## src/rtl/intvl_watchdog_pkg.sv

```systemverilog
package intvl_watchdog_pkg;

  // Bit positions of the control and status word
  localparam int POS_RESTART = 0;
  localparam int POS_RSTEN   = 1;
  localparam int POS_RSTFLAG = 2;
  localparam int POS_IRQFLAG = 3;
  localparam int POS_IVL     = 4;   // two bits
  localparam int POS_IRQEN   = 6;
  localparam int POS_EN      = 7;
  localparam int POS_DIV     = 10;  // two bits

  // Control -> datapath strobes
  typedef struct packed {
    logic       run;
    logic       clear;
    logic [1:0] divSel;
    logic [1:0] ivlSel;
    logic       rstArm;
  } ctlStrobes_t;

  // Datapath -> control events
  typedef struct packed {
    logic expire;
    logic fire;
  } dpEvents_t;

endpackage

```

## src/rtl/intvl_watchdog_ctrl.sv

```systemverilog
module intvl_watchdog_ctrl
  import intvl_watchdog_pkg::*;
#(
  parameter int REG_W = 32
) (
  input  logic             clk,
  input  logic             rstN,
  input  logic             wrEn,
  input  logic [REG_W-1:0] wrData,
  input  dpEvents_t        evt,
  output ctlStrobes_t      strb,
  output logic [REG_W-1:0] rdData,
  output logic             irqOut
);

  logic [1:0] divSel;
  logic [1:0] ivlSel;
  logic       enBit;
  logic       irqEn;
  logic       rstEn;
  logic       irqFlag;
  logic       rstFlag;

  logic [1:0] wrDiv;
  logic [1:0] wrIvl;
  logic       cfgChange;
  logic       clrIrq;
  logic       clrRst;

  assign wrDiv     = wrData[POS_DIV +: 2];
  assign wrIvl     = wrData[POS_IVL +: 2];
  assign cfgChange = (wrDiv != divSel) || (wrIvl != ivlSel);
  assign clrIrq    = wrEn && wrData[POS_IRQFLAG];
  assign clrRst    = wrEn && wrData[POS_RSTFLAG];

  always_ff @(posedge clk) begin
    if (!rstN) begin
      divSel  <= '0;
      ivlSel  <= '0;
      enBit   <= 1'b0;
      irqEn   <= 1'b0;
      rstEn   <= 1'b0;
      irqFlag <= 1'b0;
      rstFlag <= 1'b0;
    end else begin
      if (wrEn) begin
        divSel <= wrDiv;
        ivlSel <= wrIvl;
        enBit  <= wrData[POS_EN];
        irqEn  <= wrData[POS_IRQEN];
        rstEn  <= wrData[POS_RSTEN];
      end
      // a new event wins over a clear in the same cycle
      irqFlag <= evt.expire | (irqFlag & ~clrIrq);
      rstFlag <= evt.fire   | (rstFlag & ~clrRst);
    end
  end

  always_comb begin
    strb.run    = enBit;
    strb.clear  = wrEn && (wrData[POS_RESTART] || cfgChange);
    strb.divSel = divSel;
    strb.ivlSel = ivlSel;
    strb.rstArm = rstEn;
  end

  always_comb begin
    rdData                 = '0;
    rdData[POS_DIV +: 2]   = divSel;
    rdData[POS_EN]         = enBit;
    rdData[POS_IRQEN]      = irqEn;
    rdData[POS_IVL +: 2]   = ivlSel;
    rdData[POS_IRQFLAG]    = irqFlag;
    rdData[POS_RSTFLAG]    = rstFlag;
    rdData[POS_RSTEN]      = rstEn;
  end

  assign irqOut = irqFlag & irqEn;

  logic unusedWrBits;
  assign unusedWrBits = ^{wrData[REG_W-1:12], wrData[9:8]};

endmodule

```

## src/rtl/intvl_watchdog_dp.sv

```systemverilog
module intvl_watchdog_dp
  import intvl_watchdog_pkg::*;
#(
  parameter int BASE_DIV    = 4096,
  parameter int BASE_TICKS  = 32,
  parameter int GRACE_TICKS = 1024,
  parameter int PULSE_LEN   = 16
) (
  input  logic        clk,
  input  logic        rstN,
  input  ctlStrobes_t strb,
  output dpEvents_t   evt,
  output logic        sysRstOut
);

  localparam int RATIO1  = BASE_DIV;
  localparam int RATIO2  = 8 * BASE_DIV;
  localparam int RATIO3  = 256 * BASE_DIV;
  localparam int PRE_W   = (RATIO3 > 2) ? $clog2(RATIO3) : 1;
  localparam int IVL0    = BASE_TICKS;
  localparam int IVL1    = 4 * BASE_TICKS;
  localparam int IVL2    = 16 * BASE_TICKS;
  localparam int IVL3    = 64 * BASE_TICKS;
  localparam int CNT_MAX = (IVL3 > GRACE_TICKS) ? IVL3 : GRACE_TICKS;
  localparam int CNT_W   = $clog2(CNT_MAX + 1);
  localparam int PUL_W   = $clog2(PULSE_LEN + 1);

  logic [PRE_W-1:0] preCnt;
  logic [PRE_W-1:0] ratioM1;
  logic [CNT_W-1:0] cnt;
  logic [CNT_W-1:0] limM1;
  logic             inGrace;
  logic [PUL_W-1:0] pulseCnt;

  logic tick;
  logic ivlEnd;
  logic graceEnd;
  logic active;

  always_comb begin
    case (strb.divSel)
      2'd0:    ratioM1 = '0;
      2'd1:    ratioM1 = PRE_W'(RATIO1 - 1);
      2'd2:    ratioM1 = PRE_W'(RATIO2 - 1);
      default: ratioM1 = PRE_W'(RATIO3 - 1);
    endcase
  end

  always_comb begin
    case (strb.ivlSel)
      2'd0:    limM1 = CNT_W'(IVL0 - 1);
      2'd1:    limM1 = CNT_W'(IVL1 - 1);
      2'd2:    limM1 = CNT_W'(IVL2 - 1);
      default: limM1 = CNT_W'(IVL3 - 1);
    endcase
  end

  assign active   = strb.run && !strb.clear;
  assign tick     = active && (preCnt == ratioM1);
  assign ivlEnd   = tick && !inGrace && (cnt == limM1);
  assign graceEnd = tick && inGrace && (cnt == CNT_W'(GRACE_TICKS - 1));

  // prescaler and interval/grace counter
  always_ff @(posedge clk) begin
    if (!rstN) begin
      preCnt  <= '0;
      cnt     <= '0;
      inGrace <= 1'b0;
    end else if (!active) begin
      preCnt  <= '0;
      cnt     <= '0;
      inGrace <= 1'b0;
    end else if (tick) begin
      preCnt <= '0;
      if (ivlEnd) begin
        cnt     <= '0;
        inGrace <= 1'b1;
      end else if (graceEnd) begin
        cnt     <= '0;
        inGrace <= 1'b0;
      end else begin
        cnt <= cnt + CNT_W'(1);
      end
    end else begin
      preCnt <= preCnt + PRE_W'(1);
    end
  end

  always_comb begin
    evt.expire = ivlEnd;
    evt.fire   = graceEnd && strb.rstArm;
  end

  // reset pulse stretcher
  always_ff @(posedge clk) begin
    if (!rstN) begin
      pulseCnt <= '0;
    end else if (evt.fire) begin
      pulseCnt <= PUL_W'(PULSE_LEN);
    end else if (pulseCnt != '0) begin
      pulseCnt <= pulseCnt - PUL_W'(1);
    end
  end

  assign sysRstOut = (pulseCnt != '0);

endmodule

```

## src/rtl/intvl_watchdog.sv

```systemverilog
module intvl_watchdog
  import intvl_watchdog_pkg::*;
#(
  parameter int BASE_DIV    = 4096,
  parameter int BASE_TICKS  = 32,
  parameter int GRACE_TICKS = 1024,
  parameter int PULSE_LEN   = 16
) (
  input  logic        clk,
  input  logic        rstN,
  input  logic        wrEn,
  input  logic [31:0] wrData,
  output logic [31:0] rdData,
  output logic        irqOut,
  output logic        sysRstOut
);

  ctlStrobes_t strb;
  dpEvents_t   evt;

  intvl_watchdog_ctrl #(
    .REG_W(32)
  ) u_ctrl (
    .clk    (clk),
    .rstN   (rstN),
    .wrEn   (wrEn),
    .wrData (wrData),
    .evt    (evt),
    .strb   (strb),
    .rdData (rdData),
    .irqOut (irqOut)
  );

  intvl_watchdog_dp #(
    .BASE_DIV    (BASE_DIV),
    .BASE_TICKS  (BASE_TICKS),
    .GRACE_TICKS (GRACE_TICKS),
    .PULSE_LEN   (PULSE_LEN)
  ) u_dp (
    .clk       (clk),
    .rstN      (rstN),
    .strb      (strb),
    .evt       (evt),
    .sysRstOut (sysRstOut)
  );

endmodule

```

## config.mk

```make
export PLATFORM = sky130hd
export DESIGN_NAME = intvl_watchdog
export DESIGN_NICKNAME = d
export VERILOG_FILES = /design/src/rtl/intvl_watchdog_pkg.sv /design/src/rtl/intvl_watchdog_ctrl.sv /design/src/rtl/intvl_watchdog_dp.sv /design/src/rtl/intvl_watchdog.sv
export SDC_FILE = /design/constraint.sdc
export NUM_CORES = 1
export LEC_CHECK = 0
export BUFFER_PORTS_ARGS = -buffer_cell sky130_fd_sc_hd__buf_2
export CAP_MARGIN = 25
export CORE_UTILIZATION = 56
export DETAILED_ROUTE_END_ITERATION = 12
export GPL_ROUTABILITY_DRIVEN = 0
export PLACE_DENSITY = 0.84
export SLEW_MARGIN = 25
export SYNTH_ARGS = -nofsm -noshare
export SYNTH_HDL_FRONTEND = slang
export SYNTH_SLANG_ARGS = --single-unit
```

## constraint.sdc

```tcl
create_clock -name clk -period 5.71 [get_ports clk]
set_clock_uncertainty 0.05 [all_clocks]
set_input_delay 1.142 -clock clk [delete_from_list [all_inputs] [get_ports clk]]
set_output_delay 1.142 -clock clk [all_outputs]
set_load 0.02 [all_outputs]
```

==> results.md <==
- Status: finished clean
- Clock Path Buffers: 2
- Hold endpoint: u_ctrl.irqFlag$_SDFF_PN0_
- Critical path type: flop to primary output
- Met1 Wirelength: 1.97 mm
- Initial Utilization: 0.581
- Max-cap viol count: 0
- FILL cells: 401
- Flop2flop setup slack: 2.81 ns
- Root buf cell: clkbuf_8
- Crit end category: primary output
- Syn_area_per_cell: between 8 and 9 sq um
- Cell area after synthesis: 2530 sq um
- WHS Path Cells: 2
- Crit share post-route: 0.548
- Final setup margin: between 2 and 3 ns
- Die height: 69.2 um
- Met3 routed WL: 161 um
- DR top layer: met4
- Layout Cells excl Fill: ~360
- Async SR Flop Fraction: 0
- Worst Hold Class: flop to flop
- Max Clock Freq: roughly 320 MHz
- RSZ-0062 raised after global routing: false
- Maximum VDD drop: approximately 0.00013 V
- Top cells by count, synth: 47 x dfxtp_1, 43 x nor2_1, 28 x buf_4, 20 x xor2_1, 14 x nand3_1
- Drt total wl: around 4.3 mm
- Initial antenna violation count: 0
- Flops & latches, synth: 47
- Drt pass-1 iters: 4
- Worst-margin pin slew: between 0.8 and 0.9 ns
- DP HPWL: 3.20 mm
- Initial DRC count: around 90
- # port buffers: 23
- Metal2 WL: roughly 2.2 mm
- Netlist cell types: 47
- Cell with the most instances after synthesis: dfxtp_1
- Die Width: 69.2 um
- Total GRT Usage: 0.199
- Boundary Pins: 69
- # diodes: 0
- Hold Crit Start: u_ctrl.irqFlag$_SDFF_PN0_
- Placed Instances: about 350
- Synth Warn #: 0
- Pin count of the biggest net entering global routing: 21
- Req. time, crit path: roughly 4.5 ns
- Setup TNS: 0 ns
- First-pass GRT wire length: 7.80 mm
- Share of cells above drive strength 1: 0.116
- Vias in the first global route: between 1,500 and 2,000
- Number of gates resized after CTS: 0
- Synthesis-to-layout area growth: 4.15%
- Layout Nets: about 350
- RR Endpoint: u_dp.pulseCnt[0]$_SDFFE_PP0P_
- Die area: roughly 4800 sq um
- Leakage power: slightly above 0.001 uW
- Pwr/cell area: between 200 and 300 nW/um^2
- CTS sink cnt: 47
- CTS tree: yes
- Hold Vio Cnt, Final: 0
- Final setup fails: 0
- Global route overflow: 0
- Main synth FF type: dfxtp_1
- Num rows: 24
- WP data arrival: approximately 1.9 ns
- Antenna viol nets, final: 0
- Crit-path max FO: 4
- Total CTS buffers: 5
- Clk Latency, worst-skew pair: 0.30 ns
- Clock-pin slew on the worst setup and hold paths: 0.09 ns
- Synth top area share: 0.372
- Crit path launch type: flop
- Number of vias per cell: ~5.3
- EDFF count, synth: 0
- # H-tree levels: 2
- Post-Syn Instances: between 200 and 300
- Hold_buf cts: 0
- Pre-CTS WS: approximately 2.5 ns
- Sequential share of the synthesized area: 0.372
- WL/cell: roughly 12 um
- Top cells by area, synth: dfxtp_1 37%, buf_4 8.3%, xor2_1 6.9%
- Max-slew violations: 0
- Vias: roughly 1,900
- R2r worst-path depth: 6
- Postcts setup bufs: 0
- Crit path time final: between 3 and 4 ns
- Area leader, netlist: dfxtp_1
- CORE AREA: ~4400 sq um
- Post-route DRC: 0
- Rel. slew slack: 0.456
- Worst reg2reg path startpoint: u_ctrl.divSel[1]$_SDFFE_PN0P_
## cell usage in the layout, fill, tap and decap left out, types with 2 or more instances in the layout
cell type  count
nand2_1       12
inv_1         10
ha_1           4
o31ai_1        2
or4_1          3
nand3_1       14
a21boi_0       2
nor2_1        43
nand2b_1       2
a21oi_1        5
mux2i_1       10
a21boi_1       2
nor4_1         7
xnor2_1       12
conb_1        23
nor3_1         6
xor2_1        20
and3_1         4
nor2b_1        6
nand4_1       13
dfxtp_1       47
nand3b_1       2
clkbuf_8       5
or2_1          7
and2_1         3
buf_2         23
clkinv_2       2
## kinds of logic after synthesis
| group | after synthesis | share of synthesized area |
|---|---|---|
| and+or+nand+nor | 127 | 0.257 |
| DFF | 47 | 0.372 |
| buffers and inverters | 46 | 0.112 |
| xor gates and xnor gates | 32 | 0.111 |
| AOI/OAI and AO/OA | 25 | 0.0840 |
| muxes | 11 | 0.0440 |
| adders and majority gates | 4 | 0.0198 |
| other | 1 | 0.00148 |
## worst max-delay path by stage
stage,from,endpoint,slack (ns),depth (start not counted)
final,u_dp.pulseCnt[0]$_SDFFE_PP0P_,sysRstOut,2.58,5
after global placement,wrData[4],u_dp.preCnt[5]$_SDFF_PP0_,2.56,6
after global routing,u_dp.pulseCnt[0]$_SDFFE_PP0P_,sysRstOut,2.33,5
after detailed placement,wrData[4],u_dp.preCnt[10]$_SDFF_PP0_,2.52,6
after CTS,u_dp.pulseCnt[0]$_SDFFE_PP0P_,sysRstOut,2.52,5
after floorplan,wrData[4],u_dp.preCnt[13]$_SDFF_PP0_,3.06,6
## per-stage QoR
step / utilization / hold WS (ns) / power, uW / instance area (sq um)
global route: 0.605 / 0.475 / 767 / 2640
CTS: 0.605 / 0.453 / 728 / 2640
global placement: 0.585 / 0.413 / 520 / 2550
floorplan: - / 0.390 / 507 / 2610
finish: 0.605 / 0.451 / 719 / 2640
detailed placement: 0.585 / 0.421 / 528 / 2550
## worst max-delay path: stages, from the launching register on
cell and delay (ns):
dfxtp_1 0.33, inv_1 0.10, ha_1 0.17, nor4b_1 0.65
inv_1 0.17, buf_2 0.21
## routing by layer
layer,up-vias,track usage
met5,-,0
met4,0,0.0476
met3,2,0.0494
met2,43,0.350
met1,879,0.242
li1,990,-
## power breakdown
part / switching (uW) / internal (uW)
clock network: 113 / 86.3
registers: 18.2 / 348
logic: 91.4 / 61.9
total: 222 / 497
## final cells by class
type                    instances  area [sq um]  area share
flip-flops and latches         47           941       0.357
well taps                      52          65.1      0.0247
inverters                      10          37.5      0.0142
clock buffers                   5          68.8      0.0261
multi-input cells             222          1390       0.527
clock inverters                 3          18.8     0.00712
repair buffers                 23           115      0.0437
## sequential cells by signal, indices dropped and copies added, names as in the netlist
| register | flops |
|---|---|
| u_dp.preCnt | 20 |
| u_dp.cnt | 12 |
| u_dp.pulseCnt | 5 |
| u_ctrl.divSel | 2 |
| u_ctrl.ivlSel | 2 |
| u_ctrl.enBit | 1 |
| u_ctrl.irqEn | 1 |
| u_ctrl.irqFlag | 1 |
| u_ctrl.rstEn | 1 |
| u_ctrl.rstFlag | 1 |
| u_dp.inGrace | 1 |
Power figures use the tool's default switching activity.
